==> src/rtl/des_regif_pkg.sv <==
package des_regif_pkg;
  localparam int ADDR_W = 5;
  localparam int NSTS   = 5;

  localparam logic [ADDR_W-1:0] A_KEY1 = 5'h00;
  localparam logic [ADDR_W-1:0] A_KEY2 = 5'h01;
  localparam logic [ADDR_W-1:0] A_KEY3 = 5'h02;
  localparam logic [ADDR_W-1:0] A_KSZ  = 5'h03;
  localparam logic [ADDR_W-1:0] A_IV   = 5'h04;
  localparam logic [ADDR_W-1:0] A_STS  = 5'h05;
  localparam logic [ADDR_W-1:0] A_IEN  = 5'h06;

  localparam int S_KEYRD = 0;
  localparam int S_IVBSY = 1;
  localparam int S_OVF   = 2;
  localparam int S_UNF   = 3;
  localparam int S_KSZ   = 4;

  typedef enum logic [1:0] {
    MODE_SDES  = 2'd0,
    MODE_TDES2 = 2'd1,
    MODE_TDES3 = 2'd2
  } cmode_e;
endpackage

==> src/rtl/des_key_bank.sv <==
module des_key_bank
  import des_regif_pkg::*;
#(
  parameter int DW = 64
) (
  input  logic          clk_i,
  input  logic          rst_ni,
  input  logic          wr_i,
  input  logic [2:0]    sel_i,
  input  logic [DW-1:0] wdata_i,
  input  cmode_e        mode_i,
  output logic [DW-1:0] key1_o,
  output logic [DW-1:0] key2_o,
  output logic [DW-1:0] key3_o
);
  logic multi_key;
  assign multi_key = (mode_i != MODE_SDES);

  always_ff @(posedge clk_i or negedge rst_ni) begin
    if (!rst_ni) begin
      key1_o <= '0;
      key2_o <= '0;
      key3_o <= '0;
    end else if (wr_i) begin
      if (sel_i[0]) begin
        key1_o <= wdata_i;
        key3_o <= wdata_i;  // mirror for 2-key 3DES
      end else if (sel_i[2] && multi_key) begin
        key3_o <= wdata_i;
      end
      if (sel_i[1] && multi_key) key2_o <= wdata_i;
    end
  end

  a_r1_key2_hold: assert property (@(posedge clk_i) disable iff (!rst_ni)
    (wr_i && sel_i[1] && mode_i == MODE_SDES) |=> $stable(key2_o));
  a_r2_mirror: assert property (@(posedge clk_i) disable iff (!rst_ni)
    (wr_i && sel_i[0]) |=> (key3_o == key1_o));
endmodule

==> src/rtl/des_word_fifo.sv <==
module des_word_fifo #(
  parameter int DW    = 64,
  parameter int DEPTH = 8
) (
  input  logic          clk_i,
  input  logic          rst_ni,
  input  logic          push_i,
  input  logic [DW-1:0] wdata_i,
  input  logic          pop_i,
  output logic [DW-1:0] rdata_o,
  output logic          full_o,
  output logic          empty_o
);
  localparam int PW = $clog2(DEPTH);

  logic [DW-1:0] mem [DEPTH];
  logic [PW:0]   wptr, rptr;
  logic [PW:0]   count;
  logic          do_push, do_pop;

  assign count   = wptr - rptr;
  assign full_o  = (wptr[PW] != rptr[PW]) && (wptr[PW-1:0] == rptr[PW-1:0]);
  assign empty_o = (wptr == rptr);
  assign do_push = push_i && !full_o;
  assign do_pop  = pop_i && !empty_o;
  assign rdata_o = empty_o ? '0 : mem[rptr[PW-1:0]];

  always_ff @(posedge clk_i or negedge rst_ni) begin
    if (!rst_ni) begin
      wptr <= '0;
      rptr <= '0;
    end else begin
      if (do_push) wptr <= wptr + 1'b1;
      if (do_pop)  rptr <= rptr + 1'b1;
    end
  end

  always_ff @(posedge clk_i) begin
    if (do_push) mem[wptr[PW-1:0]] <= wdata_i;
  end

  a_r8_count_bound: assert property (@(posedge clk_i) disable iff (!rst_ni)
    count <= DEPTH[PW:0]);
  a_r8_full_drop: assert property (@(posedge clk_i) disable iff (!rst_ni)
    (push_i && full_o && !pop_i) |=> $stable(wptr));
endmodule

==> src/rtl/des_irq_ctrl.sv <==
module des_irq_ctrl #(
  parameter int NB = 5
) (
  input  logic          clk_i,
  input  logic          rst_ni,
  input  logic [NB-1:0] set_i,
  input  logic          clr_wr_i,
  input  logic [NB-1:0] clr_mask_i,
  input  logic          en_wr_i,
  input  logic [NB-1:0] en_data_i,
  output logic [NB-1:0] sts_o,
  output logic [NB-1:0] en_o,
  output logic          irq_o
);
  logic [NB-1:0] clr;
  assign clr = clr_wr_i ? clr_mask_i : '0;

  always_ff @(posedge clk_i or negedge rst_ni) begin
    if (!rst_ni) begin
      sts_o <= '0;
      en_o  <= '0;
    end else begin
      sts_o <= (sts_o & ~clr) | set_i;  // set wins over clear
      if (en_wr_i) en_o <= en_data_i;
    end
  end

  assign irq_o = |(sts_o & en_o);

  a_r9_sticky: assert property (@(posedge clk_i) disable iff (!rst_ni)
    (|set_i) |=> ((sts_o & $past(set_i)) == $past(set_i)));
  a_r9_hold: assert property (@(posedge clk_i) disable iff (!rst_ni)
    (!clr_wr_i && set_i == '0) |=> ((sts_o & $past(sts_o)) == $past(sts_o)));
endmodule

==> src/rtl/des_keyctx_regif.sv <==
module des_keyctx_regif
  import des_regif_pkg::*;
#(
  parameter int DW         = 64,
  parameter int FIFO_DEPTH = 8
) (
  input  logic              clk_i,
  input  logic              rst_ni,
  input  logic              req_i,
  input  logic              we_i,
  input  logic [ADDR_W-1:0] addr_i,
  input  logic [DW-1:0]     wdata_i,
  output logic [DW-1:0]     rdata_o,
  output logic              rvalid_o,
  output logic              irq_o,
  output logic [DW-1:0]     key1_o,
  output logic [DW-1:0]     key2_o,
  output logic [DW-1:0]     key3_o,
  output logic [DW-1:0]     iv_o,
  output logic [1:0]        mode_o,
  input  logic              busy_i,
  output logic              in_valid_o,
  output logic [DW-1:0]     in_data_o,
  input  logic              in_ready_i,
  input  logic              out_valid_i,
  input  logic [DW-1:0]     out_data_i,
  output logic              out_ready_o,
  input  logic              iv_upd_i,
  input  logic [DW-1:0]     iv_nxt_i
);
  logic wr, rd, win, key_addr;
  logic [2:0] key_sel;
  cmode_e mode_q;
  logic ksz_ok, ksz_wr;
  cmode_e ksz_mode;
  logic in_full, in_empty, out_full, out_empty;
  logic [DW-1:0] out_head;
  logic [NSTS-1:0] sts_set, sts, ien;
  logic [DW-1:0] rd_mux;

  assign wr  = req_i && we_i;
  assign rd  = req_i && !we_i;
  assign win = addr_i[ADDR_W-1];
  assign key_addr = !win && (addr_i == A_KEY1 || addr_i == A_KEY2 || addr_i == A_KEY3);
  assign key_sel  = win ? 3'b000 : {addr_i == A_KEY3, addr_i == A_KEY2, addr_i == A_KEY1};

  des_key_bank #(.DW(DW)) u_keys (
    .clk_i, .rst_ni, .wr_i(wr), .sel_i(key_sel), .wdata_i, .mode_i(mode_q),
    .key1_o, .key2_o, .key3_o
  );

  // key-size decode
  assign ksz_wr = wr && !win && addr_i == A_KSZ;
  always_comb begin
    ksz_ok   = 1'b1;
    ksz_mode = MODE_SDES;
    case (wdata_i)
      DW'(8):  ksz_mode = MODE_SDES;
      DW'(16): ksz_mode = MODE_TDES2;
      DW'(24): ksz_mode = MODE_TDES3;
      default: ksz_ok   = 1'b0;
    endcase
  end

  always_ff @(posedge clk_i or negedge rst_ni) begin
    if (!rst_ni)                mode_q <= MODE_SDES;
    else if (ksz_wr && ksz_ok)  mode_q <= ksz_mode;
  end
  assign mode_o = mode_q;

  // chaining vector: host write has priority over core update
  always_ff @(posedge clk_i or negedge rst_ni) begin
    if (!rst_ni)                             iv_o <= '0;
    else if (wr && !win && addr_i == A_IV)   iv_o <= wdata_i;
    else if (iv_upd_i)                       iv_o <= iv_nxt_i;
  end

  des_word_fifo #(.DW(DW), .DEPTH(FIFO_DEPTH)) u_in_fifo (
    .clk_i, .rst_ni, .push_i(wr && win), .wdata_i, .pop_i(in_ready_i),
    .rdata_o(in_data_o), .full_o(in_full), .empty_o(in_empty)
  );
  assign in_valid_o = !in_empty;

  des_word_fifo #(.DW(DW), .DEPTH(FIFO_DEPTH)) u_out_fifo (
    .clk_i, .rst_ni, .push_i(out_valid_i), .wdata_i(out_data_i), .pop_i(rd && win),
    .rdata_o(out_head), .full_o(out_full), .empty_o(out_empty)
  );
  assign out_ready_o = !out_full;

  always_comb begin
    sts_set          = '0;
    sts_set[S_KEYRD] = rd && key_addr;
    sts_set[S_IVBSY] = rd && !win && addr_i == A_IV && busy_i;
    sts_set[S_OVF]   = wr && win && in_full;
    sts_set[S_UNF]   = rd && win && out_empty;
    sts_set[S_KSZ]   = ksz_wr && !ksz_ok;
  end

  des_irq_ctrl #(.NB(NSTS)) u_irq (
    .clk_i, .rst_ni, .set_i(sts_set),
    .clr_wr_i(wr && !win && addr_i == A_STS), .clr_mask_i(wdata_i[NSTS-1:0]),
    .en_wr_i(wr && !win && addr_i == A_IEN), .en_data_i(wdata_i[NSTS-1:0]),
    .sts_o(sts), .en_o(ien), .irq_o
  );

  always_comb begin
    rd_mux = '0;
    if (win) rd_mux = out_head;  // zero when empty
    else begin
      case (addr_i)
        A_KSZ: rd_mux = (mode_q == MODE_TDES3) ? DW'(24) :
                        (mode_q == MODE_TDES2) ? DW'(16) : DW'(8);
        A_IV:  rd_mux = busy_i ? '0 : iv_o;
        A_STS: rd_mux = DW'(sts);
        A_IEN: rd_mux = DW'(ien);
        default: rd_mux = '0;
      endcase
    end
  end

  always_ff @(posedge clk_i or negedge rst_ni) begin
    if (!rst_ni) begin
      rvalid_o <= 1'b0;
      rdata_o  <= '0;
    end else begin
      rvalid_o <= rd;
      if (rd) rdata_o <= rd_mux;
    end
  end

  a_r4_key_read: assert property (@(posedge clk_i) disable iff (!rst_ni)
    (rd && key_addr) |=> (sts[S_KEYRD] && rdata_o == '0));
  a_r6_iv_busy: assert property (@(posedge clk_i) disable iff (!rst_ni)
    (rd && !win && addr_i == A_IV && busy_i) |=> (sts[S_IVBSY] && rdata_o == '0));
  a_r8_overflow: assert property (@(posedge clk_i) disable iff (!rst_ni)
    (wr && win && in_full) |=> sts[S_OVF]);
  a_r10_mode_kept: assert property (@(posedge clk_i) disable iff (!rst_ni)
    (ksz_wr && !ksz_ok) |=> ($stable(mode_o) && sts[S_KSZ]));
endmodule

==> config.mk <==
export PLATFORM = sky130hd
export DESIGN_NAME = des_keyctx_regif
export DESIGN_NICKNAME = d
export VERILOG_FILES = /design/src/rtl/des_regif_pkg.sv /design/src/rtl/des_key_bank.sv /design/src/rtl/des_word_fifo.sv /design/src/rtl/des_irq_ctrl.sv /design/src/rtl/des_keyctx_regif.sv
export SDC_FILE = /design/constraint.sdc
export NUM_CORES = 2
export LEC_CHECK = 0
export ABC_CLOCK_PERIOD_IN_PS = 7200
export BUFFER_PORTS_ARGS = -buffer_cell sky130_fd_sc_hd__buf_2
export CAP_MARGIN = 20
export CORE_ASPECT_RATIO = 0.5
export CORE_MARGIN = 5
export CORE_UTILIZATION = 25
export CTS_CLUSTER_SIZE = 16
export DETAILED_ROUTE_END_ITERATION = 12
export RECOVER_POWER = 50
export SLEW_MARGIN = 10
export SYNTH_ARGS = -nofsm -noshare
export SYNTH_HDL_FRONTEND = slang
export SYNTH_SLANG_ARGS = --single-unit
==> constraint.sdc <==
create_clock -name clk_i -period 7.2 [get_ports clk_i]
set_input_delay 0.36 -clock clk_i [delete_from_list [all_inputs] [get_ports clk_i]]
set_output_delay 0.36 -clock clk_i [all_outputs]
set_load 0.02 [all_outputs]
==> metrics.txt <==
# TYPE chip_impl_metric gauge
chip_impl_metric{name="r2r_setup_slack",unit="ns"} 2.75
chip_impl_metric{name="clk-insertion-delay-late",unit="ns"} 0.75
chip_impl_metric{name="timing.max_slew.rel_slack",unit="%"} -186
chip_impl_metric{name="buffer_ports.inserted",unit=""} 594
chip_impl_metric{name="timing.hold.worst_path_depth",unit=""} 3
chip_impl_metric{name="synth_seq_area_share",unit="%"} 74.1
chip_impl_info{name="critical-path-slowest-cell",value="sky130_fd_sc_hd__clkbuf_1"} 1
chip_impl_metric{name="synth_fp_nets",unit=""} 2923
chip_impl_metric{name="slew_viol_final",unit=""} 186
chip_impl_metric{name="drtPass1Iterations",unit=""} 5
chip_impl_info{name="layout_commonest_cell",value="sky130_fd_sc_hd__edfxtp_1"} 1
chip_impl_info{name="destination_of_the_worst_register_to_register_timing_path",value="u_out_fifo.mem[1][46]"} 1
chip_impl_metric{name="postRouteAntennaNets",unit=""} 0
chip_impl_metric{name="via_count",unit=""} 29200
chip_impl_info{name="failed_checks",value="max-capacitance violations, max-slew violations"} 1
chip_impl_metric{name="htreeDepth",unit=""} 4
chip_impl_metric{name="antenna_found_initial",unit=""} 29
chip_impl_metric{name="floorplan.core_area",unit="um^2"} 211000
chip_impl_metric{name="total_gr_overflow",unit=""} 0
chip_impl_metric{name="post-dp-hpwl",unit="um"} 104000
chip_impl_metric{name="finalSetupViolCount",unit=""} 0
chip_impl_metric{name="count_of_flip_flops_with_a_built_in_enable_after_synthesis",unit=""} 1024
chip_impl_info{name="rsz0062_at_grt",value="false"} 1
chip_impl_metric{name="dr.first_iter.drc_count",unit=""} 2427
chip_impl_metric{name="finalWorstPathRequiredPeriod",unit="ns"} 4.76
chip_impl_metric{name="power_density",unit="nW/um^2"} 373
chip_impl_metric{name="drc",unit=""} 0
chip_impl_metric{name="tritoncts.num_buffers",unit=""} 142
chip_impl_metric{name="timing.fmax",unit="MHz"} 210
chip_impl_metric{name="timing.final.crit_share",unit="%"} 66.1
chip_impl_metric{name="die_span_y",unit="um"} 336
chip_impl_metric{name="top_level_ports",unit=""} 595
chip_impl_info{name="start_kind",value="primary input"} 1
chip_impl_metric{name="grt_start_max_net_pins",unit=""} 154
chip_impl_metric{name="maxCapViolations",unit=""} 4
chip_impl_info{name="min-delay-path-class",value="in2reg"} 1
chip_impl_metric{name="floorplan.rows",unit=""} 119
chip_impl_metric{name="critPathArrivalTime",unit="ns"} 3.98
chip_impl_metric{name="cp.buffers_inverters",unit=""} 2
chip_impl_metric{name="dp_cells",unit=""} 6040
chip_impl_metric{name="tns",unit="ns"} 0
chip_impl_metric{name="leakagePower",unit="nW"} 23.3
chip_impl_metric{name="fin_hold_ws",unit="ns"} 0.0768
chip_impl_metric{name="fin_area",unit="um^2"} 65600
chip_impl_info{name="cts_tree",value="yes"} 1
chip_impl_metric{name="start_util",unit="%"} 25.2
chip_impl_metric{name="synth.lib_cells_used.distinct",unit=""} 49
chip_impl_metric{name="reg2reg_depth",unit=""} 6
chip_impl_metric{name="vdd_ir_drop_max",unit="uV"} 363
chip_impl_info{name="hold_end",value="u_irq.sts_o[0]"} 1
chip_impl_metric{name="syn-instance-count",unit=""} 2712
chip_impl_metric{name="vias_per_cell",unit=""} 4.50
chip_impl_metric{name="post_cts.repair.setup_buffers",unit=""} 0
chip_impl_metric{name="path_clk_slew",unit="ns"} 0.06
chip_impl_metric{name="cp_slowest_stage_delay",unit="ns"} 2.98
chip_impl_info{name="cts.root.buffer_cell",value="sky130_fd_sc_hd__clkbuf_16"} 1
chip_impl_metric{name="routed_wire_length_per_instance",unit="um"} 24.2
chip_impl_metric{name="design.final.nets",unit=""} 3720
chip_impl_metric{name="drt_wl_total",unit="um"} 157000
chip_impl_metric{name="p_total",unit="mW"} 24.4
chip_impl_metric{name="synth.ff_latch_count",unit=""} 1373
chip_impl_metric{name="timing_hold_violations_final",unit=""} 0
chip_impl_info{name="hold_path_startpoint",value="addr_i[2]"} 1
chip_impl_metric{name="synth.avg_cell_area",unit="um^2"} 19.6
chip_impl_info{name="setup.worst_path.class",value="in2async"} 1
chip_impl_info{name="critical_path.cell_chain",value="dlygate4sd3_1, clkbuf_1"} 1
chip_impl_metric{name="worst-path-max-fanout",unit=""} 59
chip_impl_info{name="endpoint_kind_of_the_worst_setup_timing_path",value="async pin"} 1
chip_impl_metric{name="syn-cell-area",unit="um^2"} 53300
chip_impl_metric{name="worst_max_slew_pin_slew",unit="ns"} 4.29
chip_impl_metric{name="die-width",unit="um"} 663
chip_impl_info{name="synth_flop_cell",value="sky130_fd_sc_hd__edfxtp_1"} 1
chip_impl_metric{name="n_fill_cell",unit=""} 20500
chip_impl_info{name="synth_top_area_cell",value="sky130_fd_sc_hd__edfxtp_1"} 1
chip_impl_info{name="synth_top_area_cells",value="sky130_fd_sc_hd__edfxtp_1, sky130_fd_sc_hd__dfrtp_1, sky130_fd_sc_hd__mux4_2, sky130_fd_sc_hd__mux2_1, sky130_fd_sc_hd__mux2i_1"} 1
chip_impl_info{name="mostFrequentLayoutCells",value="sky130_fd_sc_hd__edfxtp_1, sky130_fd_sc_hd__dfrtp_1, sky130_fd_sc_hd__clkbuf_1"} 1
chip_impl_metric{name="finalWeightedCongestion",unit=""} 0.881
chip_impl_metric{name="number_of_global_route_vias_before_repair",unit=""} 30400
chip_impl_info{name="worst_path_dominant_cell_family",value="buffers and inverters"} 1
chip_impl_metric{name="finish.cell_count_without_fillers",unit=""} 6490
chip_impl_metric{name="yosys_warn_count",unit=""} 0
chip_impl_metric{name="required_time_of_the_worst_setup_path",unit="ns"} 6.42
chip_impl_metric{name="yosys.area.top_type_share",unit="%"} 57.7
chip_impl_metric{name="synthArstFlopShare",unit="%"} 25.4
chip_impl_metric{name="overall_global_routing_usage",unit="%"} 13.6
chip_impl_metric{name="grt_first_pass_wirelength",unit="um"} 223000
chip_impl_metric{name="post_route_cells_drive_above_1_share",unit="%"} 25.0
chip_impl_metric{name="max-clock-path-buffers",unit=""} 3
chip_impl_metric{name="cts_num_sinks",unit=""} 1373
chip_impl_info{name="run_status",value="finished, violations left"} 1
chip_impl_metric{name="layout-area-overhead-vs-synth",unit="%"} 23.1
chip_impl_metric{name="dieArea",unit="um^2"} 223000
chip_impl_info{name="reg2reg_from",value="u_out_fifo.rptr[2]"} 1
chip_impl_metric{name="final_clock_skew",unit="ns"} 0.0212
chip_impl_metric{name="dpl-instance-area",unit="um^2"} 59700
worst max path at each step:
stage,start,endpoint,slack (ns),cells past startpoint
finish,rst_ni,u_out_fifo.rptr[1],2.44,2
floorplan,u_out_fifo.rptr[1],u_out_fifo.mem[0][0],0.90,6
detailed placement,u_in_fifo.rptr[0],u_in_fifo.mem[7][50],3.11,5
global route,rst_ni,u_out_fifo.rptr[0],1.61,2
global placement,u_in_fifo.rptr[0],u_in_fifo.mem[3][56],2.91,5
CTS,u_in_fifo.rptr[0],in_data_o[33],2.59,5
registers in the layout (all words and copies together), names as in the netlist:
name             flops
u_in_fifo.mem      512
u_out_fifo.mem     512
iv_o                64
rdata_o             64
u_keys.key1_o       64
u_keys.key2_o       64
u_keys.key3_o       64
u_irq.en_o           5
u_irq.sts_o          5
u_in_fifo.rptr       4
u_in_fifo.wptr       4
u_out_fifo.rptr      4
u_out_fifo.wptr      4
mode_o               2
rvalid_o             1
stage by stage:
stage                     util [%]  worst slack, ns
after floorplan                  -            0.903
after global placement        28.2             2.91
after detailed placement      28.3             3.11
after CTS                     31.2             2.59
after global routing          31.0             1.61
final                         31.0             2.44
layout make-up:
cell class | count | area, um^2 | share of cell area (%)
Inverter | 9 | 33.8 | 0.0515
Antenna cell | 18 | 45.0 | 0.0687
Sequential cell | 1373 | 39500 | 60.2
Multi-Input combinational cell | 1174 | 13100 | 20.0
Timing Repair Buffer | 809 | 4740 | 7.23
Clock buffer | 190 | 3890 | 5.93
Clock inverter | 74 | 676 | 1.03
Tap cell | 2843 | 3560 | 5.42
kinds of logic (layout without fill, tap and decap cells):
group | count (synthesis) | after routing | share of synthesized area [%]
AO/OA/AOI/OAI | 178 | 178 | 2.62
buffers and inverters | 165 | 1082 | 1.52
XOR/XNOR | 22 | 22 | 0.362
other | 0 | 18 | 0
AND/OR/NAND/NOR | 323 | 323 | 2.57
adder cells (fa/ha/maj) | 6 | 6 | 0.141
multiplexers | 645 | 645 | 18.7
flip-flops | 1373 | 1373 | 74.1
power by group:
part           switching [mW]  leakage (nW)  internal, mW
Clock                    3.01          2.24          4.14
Sequential              0.705          13.7          9.54
Combinational            4.29          7.40          2.75
Yosys cell counts (9+ instances only):
cell	instances
sky130_fd_sc_hd__xnor2_1	14
sky130_fd_sc_hd__nand2b_1	9
sky130_fd_sc_hd__buf_1	14
sky130_fd_sc_hd__mux2_2	47
sky130_fd_sc_hd__dfrtp_1	349
sky130_fd_sc_hd__o21ai_1	49
sky130_fd_sc_hd__mux2i_1	153
sky130_fd_sc_hd__mux4_2	256
sky130_fd_sc_hd__o21ai_0	42
sky130_fd_sc_hd__buf_6	11
sky130_fd_sc_hd__buf_4	10
sky130_fd_sc_hd__clkbuf_1	66
sky130_fd_sc_hd__mux2_1	189
sky130_fd_sc_hd__nand3_1	12
sky130_fd_sc_hd__edfxtp_1	1024
sky130_fd_sc_hd__a22oi_1	24
sky130_fd_sc_hd__nand2_1	93
sky130_fd_sc_hd__nor4_1	17
sky130_fd_sc_hd__nor2_1	167
sky130_fd_sc_hd__a221oi_2	38
sky130_fd_sc_hd__buf_2	55
layer usage:
layer	vias to the layer above	track usage [%]	routed length, um
met3	296	2.20	7750
met1	15600	15.5	57900
li1	12400	-	-
met4	0	5.51	6040
met5	-	0	0
met2	913	25.4	85100
what timing repair did:
item	CTS	global route
hold endpoints to repair	756	0
hold buffers	167	0
resized for setup	0	0
(Power assumes the default switching activity.)
